<file path="config.mk">
export PLATFORM = sky130hd
export DESIGN_NAME = caltime_core
export DESIGN_NICKNAME = d
export VERILOG_FILES = /design/src/rtl/caltime_pkg.sv /design/src/rtl/caltime_step.sv /design/src/rtl/caltime_hour.sv /design/src/rtl/caltime_core.sv
export SDC_FILE = /design/constraint.sdc
export NUM_CORES = 1
export LEC_CHECK = 0
export ABC_AREA = 0
export ABC_CLOCK_PERIOD_IN_PS = 8090
export BUFFER_PORTS_ARGS = -buffer_cell sky130_fd_sc_hd__clkbuf_2
export CORE_ASPECT_RATIO = 1.75
export CORE_MARGIN = 5
export CORE_UTILIZATION = 40
export DETAILED_ROUTE_END_ITERATION = 16
export PLACE_DENSITY = 0.56
export REMOVE_ABC_BUFFERS = 1
export SETUP_SLACK_MARGIN = 0.4
export SLEW_MARGIN = 20
export SYNTH_ARGS = -nofsm -noshare
export SYNTH_HDL_FRONTEND = slang
export SYNTH_SLANG_ARGS = --single-unit
</file>
<file path="constraint.sdc">
create_clock -name clk -period 8.09 [get_ports clk]
set_clock_uncertainty 0.15 [all_clocks]
set_input_delay 0.809 -clock clk [delete_from_list [all_inputs] [get_ports clk]]
set_output_delay 0.809 -clock clk [all_outputs]
set_load 0.005 [all_outputs]
</file>
<file path="src/rtl/caltime_pkg.sv">
package caltime_pkg;

   localparam int unsigned NFLD   = 8;
   localparam int unsigned SELW   = $clog2(NFLD);

   localparam int IX_SEC  = 0;
   localparam int IX_MIN  = 1;
   localparam int IX_HOUR = 2;
   localparam int IX_DOW  = 3;
   localparam int IX_DOM  = 4;
   localparam int IX_MON  = 5;
   localparam int IX_YEAR = 6;
   localparam int IX_CENT = 7;

   // Raw field byte to a binary value 0..99.
   function automatic logic [6:0] fld_dec(input logic [7:0] raw, input logic bin);
      logic [7:0] t;
      t = 8'(raw[7:4]) * 8'd10 + 8'(raw[3:0]);
      return bin ? raw[6:0] : t[6:0];
   endfunction

   // Binary value 0..99 to a raw field byte.
   function automatic logic [7:0] fld_enc(input logic [6:0] v, input logic bin);
      return bin ? {1'b0, v} : {4'(v / 7'd10), 4'(v % 7'd10)};
   endfunction

   function automatic logic [6:0] month_len(input logic [6:0] mon, input logic [6:0] yr);
      case (mon)
         7'd4, 7'd6, 7'd9, 7'd11: return 7'd30;
         7'd2:                    return (yr[1:0] == 2'b00) ? 7'd29 : 7'd28;
         default:                 return 7'd31;
      endcase
   endfunction

   function automatic logic [6:0] fld_lo(input int ix);
      return (ix == IX_DOW || ix == IX_DOM || ix == IX_MON) ? 7'd1 : 7'd0;
   endfunction

   function automatic logic [6:0] fld_hi(input int ix);
      case (ix)
         IX_SEC, IX_MIN:   return 7'd59;
         IX_HOUR:          return 7'd23;
         IX_DOW:           return 7'd7;
         IX_DOM:           return 7'd31;
         IX_MON:           return 7'd12;
         default:          return 7'd99;
      endcase
   endfunction

endpackage

</file>
<file path="src/rtl/caltime_step.sv">
module caltime_step
   import caltime_pkg::*;
#(
   parameter int unsigned FW = 8
) (
   input  logic [FW-1:0] cur_i,
   input  logic          bin_i,
   input  logic [6:0]    lo_i,
   input  logic [6:0]    hi_i,
   input  logic          inc_i,
   output logic [FW-1:0] nxt_o,
   output logic          at_top_o
);

   initial begin
      if (FW != 8) $fatal(1, "caltime_step: FW must be 8");
   end

   logic [6:0] val;
   logic [6:0] val_nxt;

   always_comb begin
      val      = fld_dec(cur_i, bin_i);
      at_top_o = (val >= hi_i);
      val_nxt  = at_top_o ? lo_i : val + 7'd1;
      nxt_o    = inc_i ? fld_enc(val_nxt, bin_i) : cur_i;
   end

endmodule

</file>
<file path="src/rtl/caltime_hour.sv">
module caltime_hour
   import caltime_pkg::*;
#(
   parameter int unsigned FW = 8
) (
   input  logic [FW-1:0] cur_i,
   input  logic          bin_i,
   input  logic          h24_i,
   input  logic          inc_i,
   output logic [FW-1:0] nxt_o,
   output logic          at_top_o
);

   initial begin
      if (FW != 8) $fatal(1, "caltime_hour: FW must be 8");
   end

   logic [6:0] low12;
   logic [6:0] h24v;
   logic [6:0] n24;
   logic [6:0] m12;
   logic       pm_nxt;
   logic [7:0] enc24;
   logic [7:0] enc12;

   always_comb begin
      low12 = fld_dec({1'b0, cur_i[6:0]}, bin_i);
      if (h24_i) begin
         h24v = fld_dec(cur_i, bin_i);
      end else begin
         h24v = ((low12 == 7'd12) ? 7'd0 : low12) + (cur_i[7] ? 7'd12 : 7'd0);
      end
      at_top_o = (h24v >= 7'd23);
      n24      = at_top_o ? 7'd0 : h24v + 7'd1;
      pm_nxt   = (n24 >= 7'd12);
      m12      = n24 - (pm_nxt ? 7'd12 : 7'd0);
      if (m12 == 7'd0) m12 = 7'd12;
      enc24    = fld_enc(n24, bin_i);
      enc12    = fld_enc(m12, bin_i);
      if (!inc_i)      nxt_o = cur_i;
      else if (h24_i)  nxt_o = enc24;
      else             nxt_o = {pm_nxt, enc12[6:0]};
   end

endmodule

</file>
<file path="src/rtl/caltime_core.sv">
module caltime_core
   import caltime_pkg::*;
#(
   parameter int unsigned FW      = 8,
   parameter logic [7:0]  CENT_RST = 8'h00
) (
   input  logic            clk,
   input  logic            rst_n,
   input  logic            tick_i,
   input  logic            bin_mode_i,
   input  logic            h24_mode_i,
   input  logic            hold_i,
   input  logic            ld_en_i,
   input  logic [SELW-1:0] ld_sel_i,
   input  logic [FW-1:0]   ld_data_i,
   output logic [FW-1:0]   sec_o,
   output logic [FW-1:0]   min_o,
   output logic [FW-1:0]   hour_o,
   output logic [FW-1:0]   dow_o,
   output logic [FW-1:0]   dom_o,
   output logic [FW-1:0]   mon_o,
   output logic [FW-1:0]   year_o,
   output logic [FW-1:0]   cent_o,
   output logic            busy_o,
   output logic            upd_done_o
);

   initial begin
      if (FW != 8) $fatal(1, "caltime_core: FW must be 8");
   end

   logic [FW-1:0] fld_q [NFLD];
   logic [FW-1:0] fld_nxt [NFLD];
   logic [NFLD-1:0] inc;
   logic [NFLD-1:0] at_top;
   logic            pend_q;
   logic            done_q;
   logic            commit;
   logic [6:0]      dom_hi;
   logic            unused_top;

   assign commit     = pend_q & ~hold_i;
   assign dom_hi     = month_len(fld_dec(fld_q[IX_MON], bin_mode_i),
                                 fld_dec(fld_q[IX_YEAR], bin_mode_i));
   assign unused_top = at_top[IX_DOW] ^ at_top[IX_CENT];

   // Carry chain: each field advances when all lower fields sit at their top.
   always_comb begin
      inc[IX_SEC]  = commit;
      inc[IX_MIN]  = inc[IX_SEC]  & at_top[IX_SEC];
      inc[IX_HOUR] = inc[IX_MIN]  & at_top[IX_MIN];
      inc[IX_DOW]  = inc[IX_HOUR] & at_top[IX_HOUR];
      inc[IX_DOM]  = inc[IX_HOUR] & at_top[IX_HOUR];
      inc[IX_MON]  = inc[IX_DOM]  & at_top[IX_DOM];
      inc[IX_YEAR] = inc[IX_MON]  & at_top[IX_MON];
      inc[IX_CENT] = inc[IX_YEAR] & at_top[IX_YEAR];
   end

   for (genvar gi = 0; gi < NFLD; gi++) begin : g_fld
      if (gi == IX_HOUR) begin : g_hour
         caltime_hour #(.FW(FW)) i_hour (
            .cur_i    (fld_q[gi]),
            .bin_i    (bin_mode_i),
            .h24_i    (h24_mode_i),
            .inc_i    (inc[gi]),
            .nxt_o    (fld_nxt[gi]),
            .at_top_o (at_top[gi])
         );
      end else begin : g_plain
         caltime_step #(.FW(FW)) i_step (
            .cur_i    (fld_q[gi]),
            .bin_i    (bin_mode_i),
            .lo_i     (fld_lo(gi)),
            .hi_i     ((gi == IX_DOM) ? dom_hi : fld_hi(gi)),
            .inc_i    (inc[gi]),
            .nxt_o    (fld_nxt[gi]),
            .at_top_o (at_top[gi])
         );
      end
   end

   always_ff @(posedge clk or negedge rst_n) begin
      if (!rst_n) begin
         pend_q <= 1'b0;
         done_q <= 1'b0;
         for (int k = 0; k < NFLD; k++) begin
            fld_q[k] <= FW'(fld_lo(k));
         end
         fld_q[IX_CENT] <= CENT_RST;
      end else begin
         pend_q <= tick_i & ~hold_i;
         done_q <= commit;
         if (hold_i && ld_en_i) begin
            fld_q[ld_sel_i] <= ld_data_i;
         end else if (commit) begin
            for (int k = 0; k < NFLD; k++) begin
               fld_q[k] <= fld_nxt[k];
            end
         end
      end
   end

   assign sec_o      = fld_q[IX_SEC];
   assign min_o      = fld_q[IX_MIN];
   assign hour_o     = fld_q[IX_HOUR];
   assign dow_o      = fld_q[IX_DOW];
   assign dom_o      = fld_q[IX_DOM];
   assign mon_o      = fld_q[IX_MON];
   assign year_o     = fld_q[IX_YEAR];
   assign cent_o     = fld_q[IX_CENT];
   assign busy_o     = pend_q;
   assign upd_done_o = done_q;

endmodule

</file>
# Word level (Yosys, flattened, before mapping)
# Cells that the tools add are included.
# word_totals
output_inout_bits	66
ff_bits	66
word_cells	147
# classes
n_mux	46
bitwise	10
mul	9
magnitude_cmp	11
n_div	18
add_sub_neg	19
n_eq_ne	6
n_reduce_logical	18
# op_table
operator	count
two-way mux 7 bit	21
two-way mux 8 bit	17
two-way mux 64 bit	2
bitwise mux 64 bit	1
adder 7 x 4 -> 7 bit	9
divider 7 x 4 -> 7 bit (second input constant)	9
modulo 7 x 4 -> 7 bit (second input constant)	9
adder 7 x 1 -> 7 bit (second input constant)	8
multiplier 4 x 3 -> 6 bit (second input constant)	8
demux 8 bit (select 3 bit)	1
equality test 7 x 4 -> 1 bit (second input constant)	3
equality test 7 x 3 -> 1 bit (second input constant)	2
>= comparator 7 x 4 -> 1 bit (second input constant)	2
>= comparator 7 x 6 -> 1 bit (second input constant)	2
>= comparator 7 bit (second input constant)	2
nonzero test 2 bit	7
AND reduction 2 bit	6
bitwise AND 1 bit	8
two-way mux 4 bit	2
adder 7 bit	1
equality test 7 x 2 -> 1 bit (second input constant)	1
>= comparator 7 x 3 -> 1 bit (second input constant)	1
>= comparator 7 x 5 -> 1 bit	1
>= comparator 7 x 5 -> 1 bit (second input constant)	1
other kinds (12)	13

# Depth between registers and ports, before layout
# Gate-level depths: netlist of run 1.
# logic_depth
ltp_word	20
depth_mapped	47
mapped_depth_nobuf	44

# Modules after synthesis
# From an unflattened synthesis of run 1, not the netlist that was laid out.
# unflattened
cells_unflattened	2027
hier_area_um2	15673.8
# by_module_without_submodules
mod	area_per_inst_um2	instances	seq_area_each_um2	cells_each
caltime_step (g_fld[0].g_plain.i_step ...)	1451.4	6	0.0	197
caltime_core	3345.7	1	1655.3	350
caltime_hour	2109.5	1	0.0	299
caltime_step (g_fld[7].g_plain.i_step)	1510.2	1	0.0	196

# Least setup slack after synthesis of run 1
# No wires, ideal clock.
# synth_path
path_type	input-to-reg
from	input port bin_mode_i
to	register fld_q (netlist bit hour_o[1])
setup_time_ns	0.087
path_slack_ns	-1.185
required_time_ns	7.853
arrival_ns	9.038
cell_stages	47
path_cell_list	buf_6 > buf_6 > buf_6 > buf_6 > buf_2 > buf_2 > buf_2 > buf_1 > clkbuf_1 > clkbuf_1 > o22ai_1 > and3_1 > nor2_1 > ha_1 > a21o_1 > a21oi_1 > o21a_1 > nor3_1 > (+11 left out) > o21ai_1 > nand2_1 > ha_1 > nor2_1 > o21ai_0 > and3_1 > ha_1 > inv_1 > o22ai_1 > o22a_1 > xnor2_1 > ha_1 > o31ai_1 > and2_1 > a2111oi_0 > o211ai_1 > o211a_1 > o211ai_1
# synth_between
elab_chain_cells	18
# synth_lines
item	line_no	rtl
start, declared	caltime_core.sv:10	input logic bin_mode_i,
two-way mux 7 bit	caltime_pkg.sv:19	return bin ? raw[6:0] : t[6:0];
equality test 7 x 4 -> 1 bit	caltime_hour.sv:31	h24v = ((low12 == 7'd12) ? 7'd0 : low12) + (cur_i[7] ? 7'd12 : 7'd0);
two-way mux 7 bit	caltime_hour.sv:31	
adder 7 bit	caltime_hour.sv:31	
two-way mux 7 bit	caltime_hour.sv:28	if (h24_i) begin
adder 7 x 1 -> 7 bit or >= comparator 7 x 5 -> 1 bit (tied branches)	caltime_hour.sv:34, caltime_hour.sv:33	
two-way mux 7 bit	caltime_hour.sv:34	n24 = at_top_o ? 7'd0 : h24v + 7'd1;
>= comparator 7 x 4 -> 1 bit	caltime_hour.sv:35	pm_nxt = (n24 >= 7'd12);
(+2 left out)	--	
logical NOT 7 bit	caltime_hour.sv:37	if (m12 == 7'd0) m12 = 7'd12;
two-way mux 7 bit	caltime_hour.sv:37	
modulo 7 x 4 -> 7 bit	caltime_pkg.sv:24	return bin ? {1'b0, v} : {4'(v / 7'd10), 4'(v % 7'd10)};
two-way mux 7 bit	caltime_pkg.sv:24	
two-way mux 8 bit	caltime_hour.sv:41	else if (h24_i) nxt_o = enc24;
two-way mux 8 bit	caltime_hour.sv:40	if (!inc_i) nxt_o = cur_i;
two-way mux 64 bit	caltime_core.sv:95	end else if (commit) begin
two-way mux 64 bit	caltime_core.sv:93	if (hold_i && ld_en_i) begin
end signal, assigned by index	caltime_core.sv:87	fld_q[k] <= FW'(fld_lo(k));
end signal, assigned by index	caltime_core.sv:94	fld_q[ld_sel_i] <= ld_data_i;
end signal, assigned by index	caltime_core.sv:97	fld_q[k] <= fld_nxt[k];
end, declared	caltime_core.sv:32	logic [FW-1:0] fld_q [NFLD];
# Parallel ways exist; a longest one is shown, timed or not. The select of a mux whose other input is x is not followed.
# A chain may end at the register's enable or synchronous reset.

# Final worst setup path of run 1
# layout_path
from	register fld_q (netlist bit hour_o[4])
to	register fld_q (netlist bit hour_o[1])
# layout_between
elab_chain_cells	20
# layout_lines
item	line_no	rtl
multiplier 3 x 3 -> 6 bit	caltime_pkg.sv:18	t = 8'(raw[7:4]) * 8'd10 + 8'(raw[3:0]);
adder 7 x 4 -> 7 bit	caltime_pkg.sv:18	
two-way mux 7 bit	caltime_pkg.sv:19	
equality test 7 x 4 -> 1 bit	caltime_hour.sv:31	
two-way mux 7 bit	caltime_hour.sv:31	
adder 7 bit	caltime_hour.sv:31	
two-way mux 7 bit (*)	caltime_hour.sv:28	
adder 7 x 1 -> 7 bit or >= comparator 7 x 5 -> 1 bit (tied branches)	caltime_hour.sv:34, caltime_hour.sv:33	
(+4 left out)	--	
logical NOT 7 bit	caltime_hour.sv:37	
two-way mux 7 bit	caltime_hour.sv:37	
modulo 7 x 4 -> 7 bit	caltime_pkg.sv:24	
two-way mux 7 bit	caltime_pkg.sv:24	
two-way mux 8 bit (*)	caltime_hour.sv:41	
two-way mux 8 bit (*)	caltime_hour.sv:40	
two-way mux 64 bit (*)	caltime_core.sv:95	
two-way mux 64 bit (*)	caltime_core.sv:93	
# Mark *: on every way between the ends. The rest lies on a longest branch, timed or not. The select of a mux whose other input is x is not followed.

==> results of run 1 <==
[area by class of cell]
class | instances | area [um2]
multi-input cells | 1077 | 7900
clock inverters | 5 | 100
repair buffers | 139 | 845
well taps | 308 | 385
fillers | 2425 | 12800
clock buffers | 11 | 253
inverters | 53 | 201
flip-flops and latches | 66 | 1660
[worst min-delay path, delay by kind of cell, from the launching register on]
family	cells	cell delay, ps
compound gates	1	50
flops	1	390
buf+inv	1	50
[cells by family after synthesis]
family	count (synthesis)
simple gates	455
fa+ha+maj	102
mux	35
buf+inv	109
xor+xnor	57
flops	66
compound gates	428
[metal layers]
metal | GRT usage, % | vias up
met4 | 11.1 | 2
li1 | - | 4950
met3 | 3.41 | 107
met5 | 0 | -
met2 | 43.1 | 334
met1 | 25.3 | 4935
[cells in the mapped netlist, drive strengths merged (20+ instances only)]
| library cell | number |
|---|---|
| inv | 53 |
| buf | 30 |
| a21oi | 89 |
| nor3 | 42 |
| a31oi | 25 |
| nand3 | 42 |
| nand2 | 129 |
| o31ai | 20 |
| clkbuf | 26 |
| dfrtp | 63 |
| ha | 83 |
| xnor2 | 34 |
| nor2 | 100 |
| and3 | 21 |
| o21ai | 78 |
| xor2 | 23 |
| nand2b | 25 |
[final timing paths]
path / from / to
min in group asynchronous: rst_n / dow_o[7]
max in group asynchronous: rst_n / cent_o[2]
worst min register to register: dow_o[0] / dow_o[0]
worst max register to register: hour_o[4] / hour_o[1]
worst max-delay path: hour_o[4] / hour_o[1]
worst min-delay path: dow_o[0] / dow_o[0]
[registers in the layout, indices dropped and copies added (netlist names)]
signal      count
hour_o          8
sec_o           8
busy_o          1
cent_o          8
dow_o           8
dom_o           8
year_o          8
upd_done_o      1
min_o           8
mon_o           8
[repair_timing]
| item | CTS | global route |
|---|---|---|
| buffers inserted | 8 | 13 |
| pin swaps | 5 | 41 |
| setup endpoints to repair | 3 | 4 |
| gates resized for setup | 13 | 42 |
[through the flow]
stage / cell area, um2 / utilization (%) / hold WS (ps) / TNS (ps)
6_report: 11300 / 47.0 / 347 / 0
5_1_grt: 11300 / 47.0 / 355 / -105
4_1_cts: 11100 / 45.9 / 346 / 0
3_5_place_dp: 10600 / 43.9 / 337 / 0
3_3_place_gp: 10600 / 43.9 / 329 / 0
2_1_floorplan: 9510 / - / 321 / -110
==> metrics, run 1 <==
result of the run=finished, final reports clean; biggest cell delay along the critical path=~570 ps; commonest cells after routing, fill and taps aside=sky130_fd_sc_hd__nand2_1, sky130_fd_sc_hd__nor2_1, sky130_fd_sc_hd__a21oi_1, sky130_fd_sc_hd__clkbuf_2, sky130_fd_sc_hd__ha_1; top cell family by delay on the critical path=adder cells; layout cell share with drive strength beyond 1=around 20%; area fraction in and, or, nand and nor cells after synthesis=23.3%; DRT Wirelength=approximately 33,000 um; synth top area cells=sky130_fd_sc_hd__dfrtp_1, sky130_fd_sc_hd__ha_1, sky130_fd_sc_hd__nand2_1, sky130_fd_sc_hd__a21oi_1, sky130_fd_sc_hd__nor2_1; setup repair after global routing missed its margin=yes; post-synthesis to final-layout area growth=15.6%; number of max-capacitance violations reported=0; count of clock tree sinks=66; Num CTS Buffers=9; GRT Residual Overflow=0; H-tree levels=3; Synth Area in XOR/XNOR=under 10%; total half-perimeter wirelength after legalization and detailed placement=25,600 um; I/O pin cnt=84; area of the die=around 28,000 um2; met1 WL=between 10,000 and 15,000 um; compound-cell area share of the yosys netlist=31.2%; fmax=around 130 MHz; number of antenna violations at the first check in global routing=1; count of cells along the worst register-to-register path=42; crit path setup slack, layout=around 280 ps; post-DR wirelength/cell=between 20 and 25 um; share of synthesized cell area in full adder, half adder and majority cells=approximately 14%; cell count after synthesis=roughly 1.3k; die width=128 um; Worst-Skew Late Latency=~340 ps; non-filler cells in the finished layout=roughly 1.7k; primary flip-flop cell chosen by synthesis mapping=sky130_fd_sc_hd__dfrtp_1; final setup fails=0; proportion of synthesized chip area in sequential cells=16.9%; global-route wire length before repair=52,500 um; cell area after synthesis=9810 um2; fin nets=between 1k and 1.5k; Worst Hold Path Cells=2; worst slew margin relative to its limit=about 40%; minimum setup slack among reg-to-reg paths=280 ps; final cycle utilization of the critical path=96.5%; total inserted antenna cells=0; pre-CTS setup slack=between 10 and 15 ps; maximum number of pins on one net before global-route repair=67; height of the die=approximately 220 um; yosys synthesis warning count=0; element type at the critical path end=register; classification of the worst setup path=reg -> reg; kind of path behind the tightest hold check=reg -> reg; Routed Antenna Nets=0; Site Rows=between 70 and 80; DRC=0; number of port buffers=between 80 and 90; mux contribution to synthesized area=between 4 and 5%; buffers and inverters on the worst path=6; number of search-and-repair iterations in the first detailed-routing pass=5; stages on the worst setup path=42; transition at the pin with the smallest max-transition slack=900 ps; vias in the first global route=a little over 10k; routed via count divided by cell count=6.23; area share of the largest cell type after synthesis=between 15 and 20%; Longest Clk Path Bufs=2; shortest clock period the worst path allows after layout=roughly 7800 ps; average size of a mapped cell=about 7.8 um2; combinational family with the most area after synthesis=compound AO/OA/AOI/OAI gates; CTS tree=done; Met2 Routed Length=between 15,000 and 20,000 um; number of placed instances, taps included=1,622; most frequent standard cell in the layout excluding fill and tap cells=sky130_fd_sc_hd__nand2_1; effective utilization at floorplan=slightly above 40%; nature of the critical path startpoint=register; Core Area=around 24,000 um2; crit-path max FO=9; arrival time of data at the critical path endpoint=~8000 ps; unique cell type count in the Yosys netlist=107; register bit count reported by yosys=between 60 and 70; clock slew at reported path FFs=60 ps; cts hold-fix bufs=0; cell with the largest stage delay on the worst path=sky130_fd_sc_hd__fa_2; Max Slew Vio Count=0; routed vias=10.3k; fraction of synthesis flops using an asynchronous set or reset pin=100%; Final Hold Vio Count=0; GRT Total Usage=between 20 and 25%; first-iteration detailed-routing DRC count=a little over 700; Placer Congestion=between 0.9 and 1; worst endpoint required time=between 8000 and 9000 ps; clock tree root buffer cell=sky130_fd_sc_hd__clkbuf_16; largest area contributor in the netlist=sky130_fd_sc_hd__dfrtp_1; Post-synth EDFFs=0; top routing layer in use=met5; met3 wirelength from detailed routing=roughly 1800 um
Power of run 1 is not shown: default switching activity piles up to over one toggle a cycle in this logic, so the estimate is an artifact.
==> run 2, diff against run 1 <==
--- a/config.mk
+++ b/config.mk
@@ -12,10 +12,8 @@
 export CORE_MARGIN = 5
 export CORE_UTILIZATION = 40
 export DETAILED_ROUTE_END_ITERATION = 16
-export PLACE_DENSITY = 0.56
 export REMOVE_ABC_BUFFERS = 1
 export SETUP_SLACK_MARGIN = 0.4
-export SLEW_MARGIN = 20
 export SYNTH_ARGS = -nofsm -noshare
 export SYNTH_HDL_FRONTEND = slang
 export SYNTH_SLANG_ARGS = --single-unit
==> metrics, run 2 (synthesis gave the netlist of run 1 again) <==
Multi-input gate area=just under 8000 um2; count of clock tree sinks=66; transition at the pin with the smallest max-transition slack=871 ps; fill cell total of the finished layout=about 2.4k; GRT Total Usage=about 23%; Max Slew Vio Count=0; die width=128 um; element type at the critical path end=register; arrival time of data at the critical path endpoint=between 7000 and 8000 ps; crit path setup slack, layout=between 500 and 600 ps; result of the run=finished, final reports clean; crit-path max FO=7; routed vias=between 10k and 15k; Num CTS Buffers=9; commonest cells after routing, fill and taps aside=sky130_fd_sc_hd__nand2_1, sky130_fd_sc_hd__nor2_1, sky130_fd_sc_hd__a21oi_1, sky130_fd_sc_hd__clkbuf_2, sky130_fd_sc_hd__ha_1; number of search-and-repair iterations in the first detailed-routing pass=5; Worst-Skew Late Latency=between 300 and 400 ps; H-tree levels=3; DRC=0; CTS tree=done; Routed Antenna Nets=0; I/O pin cnt=84; number of port buffers=a little over 80; post-DR wirelength/cell=19.7 um; number of max-capacitance violations reported=0; shortest clock period the worst path allows after layout=between 7000 and 8000 ps; nature of the critical path startpoint=register; worst endpoint required time=approximately 8200 ps; DRT Wirelength=around 33,000 um; fin nets=1,463; final setup fails=0; area of the die=roughly 28,000 um2; final cycle utilization of the critical path=93.1%; maximum number of pins on one net before global-route repair=67; Longest Clk Path Bufs=2; Final Hold Vio Count=0; cell with the largest stage delay on the worst path=sky130_fd_sc_hd__fa_2; total half-perimeter wirelength after legalization and detailed placement=approximately 25,000 um; total inserted antenna cells=0; worst slew margin relative to its limit=between 40% and 50%; effective utilization at floorplan=between 40% and 50%; FF/Latch Area=1660 um2; classification of the worst setup path=reg -> reg; Placer Congestion=0.891; height of the die=approximately 220 um; kind of path behind the tightest hold check=reg -> reg; global-route wire length before repair=51,400 um; clock tree root buffer cell=sky130_fd_sc_hd__clkbuf_16; Core Util, Final=a little under half; vias in the first global route=10.1k; biggest cell delay along the critical path=560 ps; most frequent standard cell in the layout excluding fill and tap cells=sky130_fd_sc_hd__nand2_1; setup repair after global routing missed its margin=yes; layout cell share with drive strength beyond 1=around a fifth; Core Area=approximately 24,000 um2; Site Rows=75; clock slew at reported path FFs=roughly 60 ps; number of antenna violations at the first check in global routing=0; pre-CTS setup slack=-47.3 ps; first-iteration detailed-routing DRC count=680; post-synthesis to final-layout area growth=15.3%; GRT Residual Overflow=0; routed via count divided by cell count=slightly above 6; fmax=between 100 and 150 MHz
run 2: worst paths after layout:
kind	from	end	slack [ps]	depth (start not counted)
worst max-delay path	hour_o[4]	hour_o[2]	560	42
worst min register to register	dow_o[0]	dow_o[0]	350	2
worst min-delay path	dow_o[0]	dow_o[0]	350	2
min in group asynchronous	rst_n	dow_o[3]	430	1
max in group asynchronous	rst_n	sec_o[3]	6780	1
worst max register to register	hour_o[4]	hour_o[2]	560	42
run 2: metal layers:
| metal | track usage [%] | part of all wire [%] | vias to the layer above | wire, um |
|---|---|---|---|---|
| li1 | - | - | 4939 | - |
| met1 | 24.9 | 38 | 4940 | 12400 |
| met2 | 42.5 | 53 | 309 | 17300 |
| met3 | 1.62 | 4.1 | 103 | 1350 |
| met4 | 10.9 | 4.9 | 0 | 1620 |
| met5 | 0 | 0 | - | 0 |
run 2: metrics by stage:
stage	instance area (um2)	setup TNS (ps)	hold slack (ps)	std cells
6_report	11300	0	351	1657
3_5_place_dp	10600	-47.3	339	1621
5_1_grt	11300	0	363	1657
3_3_place_gp	10600	0	330	1621
2_1_floorplan	9510	-110	321	1196
4_1_cts	11000	0	347	1645
run 2: final cells by class:
type | count | share of cell area [%]
multi-input cells | 1077 | 70.2
flip-flops and latches | 66 | 14.6
repair buffers | 137 | 7.34
well taps | 308 | 3.41
clock buffers | 14 | 2.34
inverters | 53 | 1.78
clock inverters | 2 | 0.310
run 2: critical path, delay by kind of cell (launching register included):
family	cells	cell delay [ps]
flops	1	390
compound gates	11	1590
simple gates	14	2020
xor+xnor	3	440
buf+inv	5	510
fa+ha+maj	9	2350
run 2: repair_timing:
item | 4_1_cts | 5_1_grt
buffers inserted | 8 | 12
resized for setup | 14 | 51
setup endpoints to repair | 3 | 4
pin swaps | 9 | 27
hold buffers | 0 | 0
Power of run 2 is left out for the same reason.
